==> src/rtl/irq_pkg.sv <==
package irq_pkg;
  localparam int NCH = 2;
  localparam int NSRC = 3 * NCH;
  localparam int IDW = 3;

  typedef enum logic [1:0] {
    RXI_OFF   = 2'b00,
    RXI_FIRST = 2'b01,
    RXI_ALL   = 2'b10,
    RXI_SC    = 2'b11
  } rx_mode_e;

  localparam logic [IDW-1:0] ID_NONE = 3'd7;
endpackage

==> src/rtl/stat_watch.sv <==
module stat_watch #(
  parameter int W = 6
) (
  input  logic         clk,
  input  logic         rst_n,
  input  logic [W-1:0] st_in,
  input  logic [W-1:0] mask,
  input  logic         ie,
  input  logic         clr,
  output logic         pend,
  output logic [W-1:0] snap
);
  logic [W-1:0] snap_q, snap_d;
  logic         pend_q, pend_d;
  logic         seeded_q, seeded_d;
  logic         hit;

  always_comb begin
    hit      = seeded_q && ie && (|((st_in ^ snap_q) & mask));
    seeded_d = 1'b1;
    snap_d   = snap_q;
    pend_d   = pend_q;
    if (!pend_q) snap_d = st_in;
    if (clr) pend_d = 1'b0;
    if (!pend_q && hit) pend_d = 1'b1;
  end

  always_ff @(posedge clk or negedge rst_n) begin
    if (!rst_n) begin
      snap_q   <= '0;
      pend_q   <= 1'b0;
      seeded_q <= 1'b0;
    end else begin
      snap_q   <= snap_d;
      pend_q   <= pend_d;
      seeded_q <= seeded_d;
    end
  end

  assign pend = pend_q;
  assign snap = snap_q;

  // snapshot frozen while a request is latched
  a_r8_snap_frozen: assert property (@(posedge clk) disable iff (!rst_n)
    pend_q |=> $stable(snap_q));
  // no status request without the enable
  a_r7_no_set_disabled: assert property (@(posedge clk) disable iff (!rst_n)
    !ie |=> !$rose(pend_q));
endmodule

==> src/rtl/chan_irq.sv <==
module chan_irq import irq_pkg::*; #(
  parameter int STW = 6
) (
  input  logic           clk,
  input  logic           rst_n,
  input  logic [1:0]     rx_mode,
  input  logic           par_sc_en,
  input  logic           tx_ie,
  input  logic           st_ie,
  input  logic [STW-1:0] st_mask,
  input  logic           rx_char,
  input  logic           sc_ovr,
  input  logic           sc_frm,
  input  logic           sc_eof,
  input  logic           sc_par,
  input  logic           tx_empty,
  input  logic [STW-1:0] st_in,
  input  logic           cmd_ack_rx,
  input  logic           cmd_rst_tx,
  input  logic           cmd_rst_st,
  input  logic           cmd_rearm_rx,
  output logic           rx_pend,
  output logic           tx_pend,
  output logic           st_pend,
  output logic [STW-1:0] st_snap
);
  rx_mode_e mode;
  logic     sc_hit, rx_set, tx_set;
  logic     rx_q, rx_d, tx_q, tx_d, arm_q, arm_d;

  always_comb begin
    mode   = rx_mode_e'(rx_mode);
    sc_hit = sc_ovr | sc_frm | sc_eof | (sc_par & par_sc_en);
    unique case (mode)
      RXI_OFF:   rx_set = 1'b0;
      RXI_FIRST: rx_set = (rx_char & arm_q) | sc_hit;
      RXI_ALL:   rx_set = rx_char | sc_hit;
      default:   rx_set = sc_hit;
    endcase
    tx_set = tx_empty & tx_ie;
    arm_d  = arm_q;
    if (mode == RXI_FIRST && rx_char) arm_d = 1'b0;
    if (cmd_rearm_rx) arm_d = 1'b1;
    rx_d = rx_set | (rx_q & ~cmd_ack_rx);
    tx_d = tx_set | (tx_q & ~cmd_rst_tx);
  end

  always_ff @(posedge clk or negedge rst_n) begin
    if (!rst_n) begin
      rx_q  <= 1'b0;
      tx_q  <= 1'b0;
      arm_q <= 1'b1;
    end else begin
      rx_q  <= rx_d;
      tx_q  <= tx_d;
      arm_q <= arm_d;
    end
  end

  stat_watch #(.W(STW)) u_stat (
    .clk   (clk),
    .rst_n (rst_n),
    .st_in (st_in),
    .mask  (st_mask),
    .ie    (st_ie),
    .clr   (cmd_rst_st),
    .pend  (st_pend),
    .snap  (st_snap)
  );

  assign rx_pend = rx_q;
  assign tx_pend = tx_q;

  // receive mode off never latches
  a_r3_rx_off_quiet: assert property (@(posedge clk) disable iff (!rst_n)
    (rx_mode == 2'b00) |=> !$rose(rx_q));
  // transmit request needs its enable
  a_r6_tx_needs_ie: assert property (@(posedge clk) disable iff (!rst_n)
    !tx_ie |=> !$rose(tx_q));
  // clear without a new event empties the bit
  a_r6_tx_clear: assert property (@(posedge clk) disable iff (!rst_n)
    (cmd_rst_tx && !(tx_empty && tx_ie)) |=> !tx_q);
endmodule

==> src/rtl/irq_prio.sv <==
module irq_prio import irq_pkg::*; #(
  parameter int N = NSRC
) (
  input  logic [N-1:0]   req,
  output logic [IDW-1:0] id
);
  always_comb begin
    id = ID_NONE;
    for (int i = 0; i < N; i++) begin
      if (req[i]) id = IDW'(N - 1 - i);
    end
  end
endmodule

==> src/rtl/dual_chan_irq.sv <==
module dual_chan_irq import irq_pkg::*; #(
  parameter int STW = 6
) (
  input  logic                     clk,
  input  logic                     rst_n,
  input  logic [NCH-1:0][1:0]      rx_mode,
  input  logic [NCH-1:0]           par_sc_en,
  input  logic [NCH-1:0]           tx_ie,
  input  logic [NCH-1:0]           st_ie,
  input  logic [NCH-1:0][STW-1:0]  st_mask,
  input  logic [NCH-1:0]           rx_char,
  input  logic [NCH-1:0]           sc_ovr,
  input  logic [NCH-1:0]           sc_frm,
  input  logic [NCH-1:0]           sc_eof,
  input  logic [NCH-1:0]           sc_par,
  input  logic [NCH-1:0]           tx_empty,
  input  logic [NCH-1:0][STW-1:0]  st_in,
  input  logic [NCH-1:0]           cmd_ack_rx,
  input  logic [NCH-1:0]           cmd_rst_tx,
  input  logic [NCH-1:0]           cmd_rst_st,
  input  logic [NCH-1:0]           cmd_rearm_rx,
  input  logic                     master_ie,
  output logic [7:0]               pend,
  output logic                     irq,
  output logic [IDW-1:0]           irq_id,
  output logic [NCH-1:0][STW-1:0]  st_snap
);
  logic [1:0]       rst_sync_q;
  logic             rst_ni;
  logic [NCH-1:0]   rxp, txp, stp;
  logic [NSRC-1:0]  req;

  always_ff @(posedge clk or negedge rst_n) begin
    if (!rst_n) rst_sync_q <= 2'b00;
    else        rst_sync_q <= {rst_sync_q[0], 1'b1};
  end
  assign rst_ni = rst_sync_q[1];

  for (genvar c = 0; c < NCH; c++) begin : g_ch
    chan_irq #(.STW(STW)) u_ch (
      .clk          (clk),
      .rst_n        (rst_ni),
      .rx_mode      (rx_mode[c]),
      .par_sc_en    (par_sc_en[c]),
      .tx_ie        (tx_ie[c]),
      .st_ie        (st_ie[c]),
      .st_mask      (st_mask[c]),
      .rx_char      (rx_char[c]),
      .sc_ovr       (sc_ovr[c]),
      .sc_frm       (sc_frm[c]),
      .sc_eof       (sc_eof[c]),
      .sc_par       (sc_par[c]),
      .tx_empty     (tx_empty[c]),
      .st_in        (st_in[c]),
      .cmd_ack_rx   (cmd_ack_rx[c]),
      .cmd_rst_tx   (cmd_rst_tx[c]),
      .cmd_rst_st   (cmd_rst_st[c]),
      .cmd_rearm_rx (cmd_rearm_rx[c]),
      .rx_pend      (rxp[c]),
      .tx_pend      (txp[c]),
      .st_pend      (stp[c]),
      .st_snap      (st_snap[c])
    );
    assign req[NSRC-1-3*c -: 3] = {rxp[c], txp[c], stp[c]};
  end

  irq_prio #(.N(NSRC)) u_prio (
    .req (req),
    .id  (irq_id)
  );

  assign pend = {2'b00, req};
  assign irq  = master_ie & (|req);

  // output silent without the master enable
  a_r9_master_gate: assert property (@(posedge clk) disable iff (!rst_ni)
    !master_ie |-> !irq);
  // reported source is a set pending bit
  a_r10_id_is_pending: assert property (@(posedge clk) disable iff (!rst_ni)
    irq |-> pend[3'd5 - irq_id]);
  // top bits never set
  a_r2_top_bits_zero: assert property (@(posedge clk) disable iff (!rst_ni)
    pend[7:6] == 2'b00);
endmodule

==> config.mk <==
export PLATFORM = sky130hd
export DESIGN_NAME = dual_chan_irq
export DESIGN_NICKNAME = d
export VERILOG_FILES = /design/src/rtl/irq_pkg.sv /design/src/rtl/stat_watch.sv /design/src/rtl/chan_irq.sv /design/src/rtl/irq_prio.sv /design/src/rtl/dual_chan_irq.sv
export SDC_FILE = /design/constraint.sdc
export NUM_CORES = 1
export LEC_CHECK = 0
export BUFFER_PORTS_ARGS = -buffer_cell sky130_fd_sc_hd__buf_2
export CAP_MARGIN = 20
export CORE_ASPECT_RATIO = 1.4
export CORE_MARGIN = 3
export CORE_UTILIZATION = 42
export DETAILED_ROUTE_END_ITERATION = 12
export GPL_ROUTABILITY_DRIVEN = 0
export PLACE_DENSITY = 0.81
export SLEW_MARGIN = 20
export SYNTH_ARGS = -nofsm -noshare
export SYNTH_HDL_FRONTEND = slang
export SYNTH_SLANG_ARGS = --single-unit
==> constraint.sdc <==
create_clock -name clk -period 1.4 [get_ports clk]
set_clock_uncertainty 0.1 [all_clocks]
set_input_delay 0.14 -clock clk [delete_from_list [all_inputs] [get_ports clk]]
set_output_delay 0.14 -clock clk [all_outputs]
set_load 0.02 [all_outputs]
==> key figures, run 1 <==
Run
  – Max Cap Violations: 0

Worst setup path
  – R2r worst-path depth: 3
  – Crit. End Element: output port
  – R2r startpoint: g_ch[0].u_ch.u_stat.pend$_DFFE_PN0P_
  – CP max stage cell: dfrtp_2
  – Setup Crit Path Kind: register to output port
  – Crit start category: register
  – Worst EP required: 1160 ps
  – Reg2reg end: g_ch[0].u_ch.u_stat.snap[2]$_DFFE_PN0N_
  – Max stage delay on crit path: 460 ps
  – Critical Path AT: 1300 ps
  – Crit path cell chain: nor4_4, a21boi_1, buf_2
  – Crit-path max FO: 4
  – Reg-to-reg slack, setup: 150 ps

Detailed routing
  – Drt initial violations: 14
  – Via density per instance: 4.656
  – Final WL: 3.376 mm
  – Number of iterations in the first detailed-routing pass: 4
  – Via count: 1206
  – Routed Antenna Nets: 0
  – # DRC: 0
  – Drt wl/cell: 13.03 um

Pwr
  – Total power: 1.783 mW
  – Peak supply drop: 0.6740 mV
  – Leakage: 1.021 nW
  – Pwr/cell area: 899.1 nW/um^2

Timing
  – Worst setup margin: -137.3 ps
  – Hold slack: 16.94 ps
  – Final Cycle Share: 109.8%
  – Achievable Freq: 0.6505 GHz
  – Final Hold Vio Count: 0
  – Endpoints failing setup: 4
  – Final Max Slew Viols: 0
  – RSZ-0062 raised after global routing: yes
  – Shortest period the worst path allows: 1537 ps

Final layout
  – Antenna fix cells: 0
  – Layout area overhead: 58.18%
  – Final-stage net count: 287
  – Layout cells sized above 1: 49.33%
  – Most frequent cells in the layout: buf_2, dlygate4sd3_1, dfrtp_1, xor2_1, mux2_2
  – Filler cells: 204
  – Commonest non-fill, non-tap cell in the layout: buf_2

Worst hold path
  – Min-Delay Path Class: register to asynchronous set/reset pin

Clock tree
  – Clk sinks: 23
  – Worst-case clock buffer depth: 2
  – Reg clk slew, reported paths: 130 ps
  – Clk_lat worst skew: 300 ps
  – H-tree depth: 1
  – CTS tree: done
  – Num CTS Buffers: 3
  – Clock Tree Root: clkbuf_4

Synthesis
  – Number of synthesized register bits: 23
  – Sequential element share of the synthesized area: 46.11%
  – Number of enable flip-flop cells after synthesis: 0
  – Fraction of registers with async set/reset: 100.0%
  – Mean post-synth cell area: 10.81 um^2
  – Synth Cell Area: 1254 um^2
  – Top_reg_cell synth: dfrtp_1
  – Cell count after synthesis: 116
  – Synth warn: 0
  – Synth cell types: 25

Global route
  – First-pass GRT wire length: 5.754 mm
  – Gr usage total: 20.17%
  – Remaining Overflow, GRT: 0
  – Initial antenna violation count: 0
  – Vias in the first global route: 1326
  – Largest net degree at the start of global routing: 16

Die
  – Die X: 52.18 um
  – Die H: 70.65 um
  – Initial Utilization: 46.01%
  – Die area: 3686 um^2
  – Rows: 22
  – Core area: 2725 um^2
  – # IOs: 81

Status
  – Status: finished, violations left
  – Failing checks: setup timing

Place
  – IO buf count: 78
  – Dpl hpwl: 2.427 mm
[report_power, final]
part	leakage (nW)	internal (mW)	switching, mW
clock	0.0177	0.106	0.191
sequential	0.263	0.753	0.0833
combinational	0.741	0.335	0.315
total	1.02	1.19	0.589
[per-layer routing]
metal,part of all wire (%),vias to the layer above,routed length [um],global-route usage (%)
met3,5.9,6,200,4.421
met5,0,-,0,0
met2,56,54,1885,36.78
met1,37,552,1233,22.66
met4,1.7,0,57,6.250
li1,-,594,-,-
[flip-flops by register name, indices dropped and copies added (netlist names)]
register                   flops
g_ch.u_ch.u_stat.snap         12
g_ch.u_ch.rx_pend              2
rst_sync_q                     2
g_ch.u_ch.u_stat.pend          2
g_ch.u_ch.tx_pend              2
g_ch.u_ch.u_stat.seeded_q      1
g_ch.u_ch.arm_q                2
[layout make-up]
cell class	instances	area (um^2)	share of cell area, %
multi-input cells	76	588.1	29.65
clock buffers	3	22.52	1.136
flip-flops and latches	23	583.1	29.40
well taps	36	45.04	2.271
clock inverters	1	5.005	0.2524
inverters	9	33.78	1.703
repair buffers	111	705.7	35.58
[critical path: cells and delay by family (launching register included)]
| kind | cells | cell delay [ps] |
|---|---|---|
| buf+inv | 1 | 160 |
| simple gates | 1 | 280 |
| flops | 1 | 460 |
| compound gates | 1 | 90 |
[synthesized netlist by cell type (all sizes together), types with 3 or more instances]
master  instances  area (um^2)
nor2            5        18.77
nand2           5        18.77
nor3            4        20.02
a22oi           6        45.04
mux2           12        135.1
ha              6        75.07
o21ai           4        20.02
dfrtp          21        525.5
inv             9        33.78
xor2           12        105.1
a21oi           3        15.01
buf            10        72.56
o22ai           3        18.77
[logic make-up (layout without fill, tap and decap cells)]
| group | count (synthesis) | count (layout) | share of synthesized area [%] |
|---|---|---|---|
| xor gates and xnor gates | 12 | 12 | 8.383 |
| and+or+nand+nor | 21 | 21 | 8.483 |
| adders and majority gates | 6 | 6 | 5.988 |
| DFF | 23 | 23 | 46.11 |
| buffers and inverters | 19 | 124 | 8.482 |
| muxes | 13 | 13 | 11.58 |
| other | 2 | 4 | 0.5990 |
| AOI/OAI and AO/OA | 20 | 20 | 10.38 |
[worst max-delay path by stage]
stage                                              start   to  slack, ps  cells past startpoint
floorplan           g_ch[0].u_ch.u_stat.pend$_DFFE_PN0P_  irq        -10                      3
global placement    g_ch[0].u_ch.u_stat.pend$_DFFE_PN0P_  irq        170                      3
detailed placement  g_ch[0].u_ch.u_stat.pend$_DFFE_PN0P_  irq        130                      3
CTS                 g_ch[0].u_ch.u_stat.pend$_DFFE_PN0P_  irq       -150                      3
global route        g_ch[0].u_ch.u_stat.pend$_DFFE_PN0P_  irq       -220                      3
finish              g_ch[0].u_ch.u_stat.pend$_DFFE_PN0P_  irq       -140                      3
[stage by stage]
stage | instances | instance area [um^2] | setup TNS, ps | setup slack [ps] | utilization (%)
after floorplan | 118 | 1270 | -12.76 | -12.76 | -
after global placement | 225 | 1655 | 0 | 166.3 | 60.74
after detailed placement | 225 | 1655 | 0 | 134.3 | 60.74
after CTS | 258 | 1971 | -493.0 | -145.3 | 72.31
after global routing | 259 | 1983 | -773.2 | -217.1 | 72.77
final | 259 | 1983 | -397.8 | -137.3 | 72.77
[repair_timing]
item / CTS / global route
pin swaps: 4 / 2
hold buffers: 25 / 2
resized for setup: 5 / 3
endpoints found under the setup margin: 4 / 5
setup buffers: 4 / 0
cloned: 0 / 0
hold endpoints to repair: 22 / 1
Note: power is estimated with default switching activity, not from simulation.
==> inputs of run 2 (changes only) <==
- CORE_MARGIN: 3 -> 1.5
- CTS_CLUSTER_SIZE: unset -> 30
- clock period: 1.4 -> 1.7 ns (I/O delays scaled with it)
==> run 2 against run 1 <==
Compared with the run above: global-route usage shrank 3.8 points; the run now ends clean; first-iteration DRC count is 57% lower; critical path depth is the same; highest routed layer unchanged.
==> key figures, run 2 (synthesis results as in run 1) <==
Detailed routing
  – Drt initial violations: 6
  – Drt wl/cell: 10.81 um
  – Final WL: 2.562 mm
  – Via density per instance: 4.705
  – Via count: 1115
  – # DRC: 0
  – Number of iterations in the first detailed-routing pass: 3
  – Routed Antenna Nets: 0

Clock tree
  – Num CTS Buffers: 3
  – # Post-CTS Setup Buffers: 0
  – Clk sinks: 23
  – CTS tree: done
  – Worst-case clock buffer depth: 2
  – H-tree depth: 1
  – Clock Tree Root: clkbuf_8
  – Clk_lat worst skew: 250 ps
  – Reg clk slew, reported paths: 70 ps

Status
  – Status: finished clean

Final layout
  – Antenna fix cells: 0
  – Layout cells sized above 1: 49.00%
  – Final instance area: 1778 um^2
  – Final-stage net count: 264
  – Commonest non-fill, non-tap cell in the layout: buf_2
  – Finished Core Util: 62.41%
  – Most frequent cells in the layout: buf_2, dfrtp_1, xor2_1, mux2_2
  – Layout area overhead: 41.82%
  – Max reg flops: 12

Timing
  – Setup TNS: 0 ps
  – Final Hold Vio Count: 0
  – RSZ-0062 raised after global routing: no
  – Final Cycle Share: 93.34%
  – Shortest period the worst path allows: 1587 ps
  – Endpoints failing setup: 0
  – Final Max Slew Viols: 0
  – Achievable Freq: 0.6302 GHz

Die
  – Die area: 3326 um^2
  – Initial Utilization: 44.01%
  – Die H: 67.65 um
  – Rows: 23
  – Core area: 2849 um^2
  – Die X: 49.18 um
  – # IOs: 81

Worst setup path
  – Max stage delay on crit path: 510 ps
  – CP max stage cell: dfrtp_2
  – Crit path cell chain: nor4_4, a21boi_0, buf_2
  – Crit start category: register
  – Worst EP required: 1430 ps
  – Setup Crit Path Kind: register to output port
  – Critical Path AT: 1320 ps
  – Crit. End Element: output port
  – Crit-path max FO: 11

Place
  – IO buf count: 78
  – Placed cell area: 1642 um^2
  – Dpl hpwl: 2.086 mm

Global route
  – Largest net degree at the start of global routing: 13
  – First-pass GRT wire length: 4.146 mm
  – Gr usage total: 16.34%
  – Vias in the first global route: 1066
  – Remaining Overflow, GRT: 0
  – Initial antenna violation count: 0

Worst hold path
  – Min-Delay Path Class: input port to register

Pwr
  – Leakage: 0.9318 nW
  – Peak supply drop: 0.5678 mV
  – Pwr/cell area: 821.5 nW/um^2

Run
  – Max Cap Violations: 0
[run 2: layout make-up]
class                   count  area, um^2
flip-flops and latches     23       579.3
inverters                   9       33.78
clock buffers               4       45.04
well taps                  37       46.29
multi-input cells          76       585.6
repair buffers             88       488.0
fillers                   247        1071
[run 2: worst paths after layout]
path                                                              start                                      end  slack [ps]  cells past startpoint
min in group asynchronous                       rst_sync_q[1]$_DFF_PN0_           g_ch[0].u_ch.tx_pend$_DFF_PN0_         100                      0
worst min register to register                  rst_sync_q[1]$_DFF_PN0_           g_ch[0].u_ch.tx_pend$_DFF_PN0_         100                      0
worst min-delay path                                           tx_ie[0]           g_ch[0].u_ch.tx_pend$_DFF_PN0_          20                      3
worst max register to register  g_ch[0].u_ch.u_stat.snap[3]$_DFFE_PN0N_     g_ch[0].u_ch.u_stat.pend$_DFFE_PN0P_         480                      4
worst max-delay path               g_ch[0].u_ch.u_stat.pend$_DFFE_PN0P_                                      irq         110                      3
max in group asynchronous                       rst_sync_q[1]$_DFF_PN0_  g_ch[1].u_ch.u_stat.snap[0]$_DFFE_PN0N_         900                      1
[run 2: what timing repair did]
action / in CTS / in global routing
hold endpoints to repair: 10 / 0
hold buffers: 9 / 0
setup endpoints to repair: 0 / 2
resized for setup: 0 / 1
[run 2: where the power goes]
group	internal (mW)	total [mW]	switching, mW
registers	0.618	0.706	0.0873
logic	0.222	0.437	0.214
clock network	0.166	0.318	0.152
[run 2: per-stage QoR]
step | cells | hold slack [ps] | setup slack [ps] | total power [mW]
2_1_floorplan | 118 | -225.6 | 175.3 | 0.9969
6_report | 237 | 17.32 | 113.2 | 1.461
5_1_grt | 237 | 34.29 | 4.315 | 1.560
4_1_cts | 237 | 15.12 | 21.20 | 1.478
3_3_place_gp | 224 | -144.2 | 318.3 | 1.133
3_5_place_dp | 224 | -144.1 | 310.2 | 1.143
[run 2: metal layers]
layer  GRT usage (%)  routed length (um)
met5               0                   0
met4           7.500                  17
met3           2.655                 159
met2           30.41                1397
met1           18.19                 988
[run 2: critical path: cells and delay by family (launching register included)]
kind            cells  cell delay, ps
flops               1             510
compound gates      1             110
buf+inv             1             160
simple gates        1             280
